### config.mk
export PLATFORM = sky130hd
export DESIGN_NAME = gr_atten_ctrl
export DESIGN_NICKNAME = d
export VERILOG_FILES = /design/src/rtl/gr_pkg.sv /design/src/rtl/gr_peak_latch.sv /design/src/rtl/gr_level_encode.sv /design/src/rtl/gr_step_reg.sv /design/src/rtl/gr_atten_ctrl.sv
export SDC_FILE = /design/constraint.sdc
export NUM_CORES = 1
export LEC_CHECK = 0
export BUFFER_PORTS_ARGS = -buffer_cell sky130_fd_sc_hd__buf_2
export CAP_MARGIN = 20
export CORE_MARGIN = 2
export CORE_UTILIZATION = 54
export CTS_BUF_LIST = sky130_fd_sc_hd__clkbuf_2
export CTS_CLUSTER_DIAMETER = 120
export DETAILED_ROUTE_END_ITERATION = 16
export GPL_ROUTABILITY_DRIVEN = 0
export PLACE_DENSITY = 0.8
export SLEW_MARGIN = 15
export SYNTH_ARGS = -nofsm -noshare
export SYNTH_HDL_FRONTEND = slang
export SYNTH_SLANG_ARGS = --single-unit
### constraint.sdc
create_clock -name clk -period 4.2 [get_ports clk]
set_input_delay 0.42 -clock clk [delete_from_list [all_inputs] [get_ports clk]]
set_output_delay 0.42 -clock clk [all_outputs]
set_load 0.01 [all_outputs]
### src/rtl/gr_pkg.sv
package gr_pkg;

  // Magnitude of a sign-extended sample; both polarities map to a positive value.
  function automatic logic [31:0] gr_abs(input logic signed [31:0] v);
    return (v < 0) ? 32'(-v) : 32'(v);
  endfunction

  // Step update: rise at once, hold inside the hysteresis band, else drop to target.
  function automatic logic [7:0] gr_next_code(input logic [7:0] cur,
                                              input logic [7:0] tgt,
                                              input logic       hold);
    if (tgt > cur) return tgt;
    if (hold)      return cur;
    return tgt;
  endfunction

endpackage

### src/rtl/gr_peak_latch.sv
module gr_peak_latch #(
  parameter int SAMPLE_W = 12,
  parameter int LEVELS   = 6
) (
  input  logic                       clk,
  input  logic                       rst,
  input  logic signed [SAMPLE_W-1:0] sample,
  output logic [LEVELS-1:0]          peak_q
);
  import gr_pkg::*;

  localparam logic [31:0] FULL_SCALE = 32'd1 << (SAMPLE_W - 1);

  logic signed [31:0] s_ext;
  logic [31:0]        mag;
  logic [LEVELS-1:0]  trip;

  assign s_ext = {{(32 - SAMPLE_W){sample[SAMPLE_W-1]}}, sample};
  assign mag   = gr_abs(s_ext);

  // Bit j trips at FULL_SCALE >> (j+1): bit 0 is the highest level.
  for (genvar j = 0; j < LEVELS; j++) begin : g_cmp
    assign trip[j] = (mag >= (FULL_SCALE >> (j + 1)));
  end

  // Flags live for one encode period and are replaced on the next edge.
  always_ff @(posedge clk) begin
    if (rst) peak_q <= '0;
    else     peak_q <= trip;
  end

endmodule

### src/rtl/gr_level_encode.sv
module gr_level_encode #(
  parameter int N_STEPS = 5,
  parameter int CODE_W  = 3
) (
  input  logic [N_STEPS:0]  peak_flags,
  input  logic [CODE_W-1:0] cur_code,
  output logic [CODE_W-1:0] target,
  output logic              hold
);

  always_comb begin
    target = '0;
    for (int i = 0; i < N_STEPS; i++) begin
      target = target + CODE_W'(peak_flags[i]);
    end
  end

  // Step c is kept while the flag one level below its attack level is set.
  always_comb begin
    hold = 1'b0;
    for (int c = 1; c <= N_STEPS; c++) begin
      if (cur_code == CODE_W'(c)) hold = peak_flags[N_STEPS + 1 - c];
    end
  end

endmodule

### src/rtl/gr_step_reg.sv
module gr_step_reg #(
  parameter int CODE_W = 3
) (
  input  logic              clk,
  input  logic              rst,
  input  logic [CODE_W-1:0] target,
  input  logic              hold,
  output logic [CODE_W-1:0] code_q
);
  import gr_pkg::*;

  logic [CODE_W-1:0] code_d;

  assign code_d = CODE_W'(gr_next_code(8'(code_q), 8'(target), hold));

  always_ff @(posedge clk) begin
    if (rst) code_q <= '0;
    else     code_q <= code_d;
  end

endmodule

### src/rtl/gr_atten_ctrl.sv
module gr_atten_ctrl #(
  parameter int SAMPLE_W = 12,
  parameter int N_STEPS  = 5
) (
  input  logic                       clk,
  input  logic                       rst,
  input  logic signed [SAMPLE_W-1:0] sample,
  output logic [2:0]                 att_code
);

  localparam int CODE_W = $clog2(N_STEPS + 1);
  localparam int LEVELS = N_STEPS + 1;

  logic [LEVELS-1:0] peak_flags;
  logic [CODE_W-1:0] step_target;
  logic              step_hold;
  logic [CODE_W-1:0] code_q;

  gr_peak_latch #(.SAMPLE_W(SAMPLE_W), .LEVELS(LEVELS)) u_latch (
    .clk    (clk),
    .rst    (rst),
    .sample (sample),
    .peak_q (peak_flags)
  );

  gr_level_encode #(.N_STEPS(N_STEPS), .CODE_W(CODE_W)) u_enc (
    .peak_flags (peak_flags),
    .cur_code   (code_q),
    .target     (step_target),
    .hold       (step_hold)
  );

  gr_step_reg #(.CODE_W(CODE_W)) u_step (
    .clk    (clk),
    .rst    (rst),
    .target (step_target),
    .hold   (step_hold),
    .code_q (code_q)
  );

  assign att_code = 3'(code_q);

endmodule

Word level (Yosys, flattened, before mapping)
Cells that the tools add are included.
{"block": "word_totals", "register_bits": 9, "latchBits": 0, "ramBits": 0, "mem_bits_ro": 0, "input_bits": 14, "output_inout_bits": 3, "wordCells": 34, "mem_count": 0}
{"block": "op_classes", "n_addsub": 5, "mul": 0, "n_div": 0, "order_cmp": 8, "n_eq_ne": 6, "shifts": 0, "mux": 13, "bitwise": 0, "reduce_logical": 0}
{"cell": "greater-or-equal comparator 32 x 10 -> 1 bit (second input constant)", "count": 1}
{"cell": "greater-or-equal comparator 32 x 11 -> 1 bit (second input constant)", "count": 1}
{"cell": "greater-or-equal comparator 32 x 6 -> 1 bit (second input constant)", "count": 1}
{"cell": "greater-or-equal comparator 32 x 7 -> 1 bit (second input constant)", "count": 1}
{"cell": "greater-or-equal comparator 32 x 8 -> 1 bit (second input constant)", "count": 1}
{"cell": "greater-or-equal comparator 32 x 9 -> 1 bit (second input constant)", "count": 1}
{"cell": "two-way mux 32 bit", "count": 1}
{"cell": "negation 12 -> 32 bit", "count": 1}
{"cell": "less-than comparator 12 x 1 -> 1 bit (second input constant)", "count": 1}
{"cell": "two-way mux 3 bit", "count": 4}
{"cell": "adder 3 x 1 -> 3 bit", "count": 3}
{"cell": "two-way mux 1 bit", "count": 8}
{"cell": "equality test 3 x 2 -> 1 bit (second input constant)", "count": 2}
{"cell": "equality test 3 bit (second input constant)", "count": 2}
{"cell": "equality test 3 x 1 -> 1 bit (second input constant)", "count": 1}
{"cell": "> comparator 3 bit", "count": 1}
{"cell": "inequality test 3 x 2 -> 1 bit (second input constant)", "count": 1}
{"cell": "adder 1 x 1 -> 2 bit", "count": 1}

Logic depth before layout (Yosys ltp)
{"block": "logic_depth", "word_depth": 10, "depth_mapped": 14, "ltp_nobuf": 14}

Hierarchy
From an unflattened synthesis, not the netlist that was laid out.
{"block": "unflattened", "cells_unflattened": 83, "area_unflattened_um2": 748.2}
{"mod": "gr_peak_latch", "n_inst": 1, "cells_per_inst": 44, "area_per_inst_um2": 410.4}
{"mod": "gr_step_reg", "n_inst": 1, "cells_per_inst": 23, "area_per_inst_um2": 220.2}
{"mod": "gr_level_encode", "n_inst": 1, "cells_per_inst": 16, "area_per_inst_um2": 117.6}

Least setup slack after synthesis
No wires, ideal clock.
{"block": "synth_timing", "path_type": "register to register", "from": "register u_latch.peak_q[0]", "to": "register u_step.code_q[1]", "setup_time_ps": 121, "arrival_time_ps": 2934, "slack_ps": 1145, "stages_incl_launch_ff": 15, "path_buffers": 0, "period_less_slack_ps": 3055, "path_cell_list": "dfxtp_1 -> ha_1 -> inv_1 -> fa_1 -> inv_1 -> ha_1 -> inv_1 -> fa_1 -> inv_1 -> ha_1 -> nor2b_1 -> o21ai_0 -> nand2b_1 -> a21oi_1 -> mux2_2"}
{"block": "synth_between", "elab_chain_len": 8, "elab_cells_between_ends": 11, "classes_between": "4 x add/sub; 1 x order compare; 1 x eq/ne; 5 x mux"}
{"item": "start: declaration", "line": "gr_peak_latch.sv:8", "source": "output logic [LEVELS-1:0] peak_q"}
{"item": "start signal: assignment", "line": "gr_peak_latch.sv:29", "source": "else peak_q <= trip;"}
{"item": "adder 1 x 1 -> 2 bit *", "line": "gr_level_encode.sv:14", "source": "target = target + CODE_W'(peak_flags[i]);"}
{"item": "adder 3 x 1 -> 3 bit * (3 in series)", "line": "gr_level_encode.sv:14"}
{"item": "net step_target[1]", "line": "gr_atten_ctrl.sv:15", "source": "logic [CODE_W-1:0] step_target;"}
{"item": "parallel branches: the longest is 4 deep, another holds > comparator 3 bit"}
{"item": "end signal: assignment", "line": "gr_step_reg.sv:18", "source": "else code_q <= code_d;"}
{"item": "end: declaration", "line": "gr_step_reg.sv:8", "source": "output logic [CODE_W-1:0] code_q"}
Mark *: on every way through the listed nets, which the timed path passes. The select of a mux whose other input is x is not followed.
A chain may end at the register's enable or synchronous reset.

Worst setup path after layout
{"block": "layout_timing", "from": "register u_latch.peak_q[1]", "to": "register u_step.code_q[1]"}
The elaborated chain is that of the path after synthesis.

==> metrics.cfg <==
[synthesis]
yosys.area.top_type=dfxtp_1
ys_top_cells_by_count=inv_1, nor2_1, dfxtp_1
syn_avg_cell_area_um2=8.327
synthesis.area_um2=724.4
async_flop_share=0
seq_area_frac_synth=0.2487
netlist_top_cells_area=dfxtp_1, ha_1, inv_1
synth_top_cell_area_share=0.2487
ys_seq_elements=9
synth.most_common_cell=inv_1
yosysWarnings=0
netlist_instances=87
synth_edf_count=0
ys.flop_type=dfxtp_1
synthesis.nets=109
ys_types=29

[hold_path]
worstHoldStart=rst
min_to=u_latch.peak_q[5]$_SDFF_PP0_
hold_path_class=input port to flop
hold-path-cell-count=2

[cts]
cts_hold_buf=0
cts_buffers=3
clkSlewWorstSetupHoldPaths_ps=80
clk_latency_ps=240
clock-sinks=9
h-tree-depth=1
clock_path_buffers=2
clockRootBuffer=clkbuf_2
cts_resized=0
cts_tree=built
cts_setup_buffers=0

[flow_run]
cap_violations=0

[sta]
fin_setup_tns_ps=0
post-route-period-util=0.7688
tightest_slew_ps=357.3
max_slew_margin=0.7600
fin_crit_ps=3229
rsz0062_at_grt=no
slew_viol_final=0
hold_viol_final=0
setup_viol=0
clock_skew_ps=0.5789
whs_ps=486.5
fmax_ghz=0.3097

[global_routing]
grt-ovfl-total=0
antenna_found_initial=0
grt_pass1_vias=581
grtUsageTotal=0.1943
grt_pass1_wl_um=2173
grt_max_degree=13

[detailed_routing]
vias_per_cell=5.281
num_vias=639
ant_nets=0
wl_um=1338
first_iter_violations=9
drcViolationCount=0
dr.pass1.iters=3
routedWlPerCell_um=11.06

[floorplanning]
start_util=0.5710
rows=13
die_w_um=40.63
core-area_um2=1269
die_y_um=40.63
dieArea_um2=1650
ioPinCount=17

[setup_path]
path_delay_family=adder cells
r2r-start=u_latch.peak_q[1]$_SDFF_PP0_
cp_max_fo=3
path_cells=ha_1 -> inv_1 -> fa_1 -> inv_1 -> ha_1 -> inv_1 -> fa_1 -> inv_1 -> ha_1 -> nor2b_1 -> o21ai_0 -> nand2b_1 -> a21oi_1 -> mux2_2
r2r-end=u_step.code_q[1]$_SDFFE_PP0P_
slowest_stage=fa_1
worst_setup_path_end_kind=flop
cp.arrival_ps=3360
r2r_slack_ps=970
slowest_delay_ps=500
path_class=flop to flop
crit_buf_inv=4
reg2regPathDepth=14
critPathRequiredTime_ps=4330
worst_path_most_repeated_cell=inv_1
start_kind=flop

[pwr]
fin_total_pwr_w=0.0002894
leakage_nw=0.4069
peakVddDrop_v=0.0001224
power.density_nw_per_um2=344.7

[final_layout]
area_growth_pct=15.89
drive_above_1_share=0.2736
antenna_cells=0
fillers=110
layout.nets=129

[place]
dp.final_hpwl_um=1168
port_buffers=16

[status]
status=completed

==> cells by family (layout without fill, tap and decap cells) <==
| kind of cell | after synthesis | count (layout) | synth area share |
|---|---|---|---|
| fa+ha+maj | 8 | 8 | 0.1589 |
| xor+xnor | 4 | 4 | 0.04837 |
| flops | 9 | 9 | 0.2487 |
| mux | 6 | 6 | 0.09326 |
| compound gates | 15 | 15 | 0.1416 |
| buf+inv | 15 | 34 | 0.07771 |
| simple gates | 30 | 30 | 0.2314 |
==> state kept, by name (all words and copies together), names as in the netlist <==
name and count:
u_latch.peak_q 6, u_step.code_q 3
==> area by class of cell <==
cell class	instances	area (µm²)	share of cell area
Timing Repair Buffer	16	80.08	0.09538
Inverter	14	52.55	0.06259
Clock buffer	4	20.02	0.02385
Multi-Input combinational cell	63	488.0	0.5812
Sequential cell	9	180.2	0.2146
Tap cell	15	18.77	0.02235
==> placed cells by master (no fill, tap or decap), types with 2 or more instances in the layout <==
master	Yosys	routed
buf_2	0	16
inv_1	14	14
nor2_1	12	12
dfxtp_1	9	9
a21oi_1	6	6
ha_1	6	6
nor3_1	5	5
clkbuf_2	0	4
a31oi_1	3	3
nand2b_1	3	3
mux2i_1	3	3
xnor2_1	2	2
xor2_1	2	2
nor2b_1	2	2
o21ai_0	2	2
mux2_2	2	2
fa_1	2	2
==> per-stage QoR <==
step	util	area, µm²	instances	setup slack [ps]
5_1_grt	0.6617	839.6	121	782.4
6_report	0.6617	839.6	121	971.0
2_1_floorplan	-	724.4	87	1145
3_3_place_gp	0.6460	819.5	117	1023
4_1_cts	0.6617	839.6	121	942.9
3_5_place_dp	0.6460	819.5	117	951.9
==> how the worst max path moves through the flow <==
stage,depth (start not counted),slack [ps],to,start
floorplan,14,1150,u_step.code_q[1]$_SDFFE_PP0P_,u_latch.peak_q[0]$_SDFF_PP0_
global placement,14,1020,u_step.code_q[1]$_SDFFE_PP0P_,u_latch.peak_q[0]$_SDFF_PP0_
detailed placement,14,950,u_step.code_q[1]$_SDFFE_PP0P_,u_latch.peak_q[1]$_SDFF_PP0_
CTS,14,940,u_step.code_q[1]$_SDFFE_PP0P_,u_latch.peak_q[1]$_SDFF_PP0_
global route,14,780,u_step.code_q[2]$_SDFFE_PP0P_,u_latch.peak_q[0]$_SDFF_PP0_
finish,14,970,u_step.code_q[1]$_SDFFE_PP0P_,u_latch.peak_q[1]$_SDFF_PP0_
==> layer usage <==
metal  wire length (µm)  part of all wire  global-route usage
met1                522              0.39              0.1933
met2                747              0.56              0.4008
met3                 48             0.036             0.01630
met4                 21             0.016             0.07500
met5                  0                 0                   0
==> worst register-to-register path, delay by kind of cell, from the launching register on <==
| family | cells | cell delay [ps] |
|---|---|---|
| DFF | 1 | 320 |
| muxes | 1 | 380 |
| adders and majority gates | 5 | 1610 |
| buffers and inverters | 4 | 210 |
| and+or+nand+nor | 2 | 200 |
| AOI/OAI and AO/OA | 2 | 420 |
==> report_power, final <==
part / total (W) / leakage, nW / switching [W] / internal [W]
registers: 0.000108 / 0.0753 / 0.0000107 / 0.0000971
logic: 0.000128 / 0.315 / 0.0000678 / 0.0000607
clock network: 0.0000531 / 0.0166 / 0.0000278 / 0.0000253
Power figures use the tool's default switching activity.
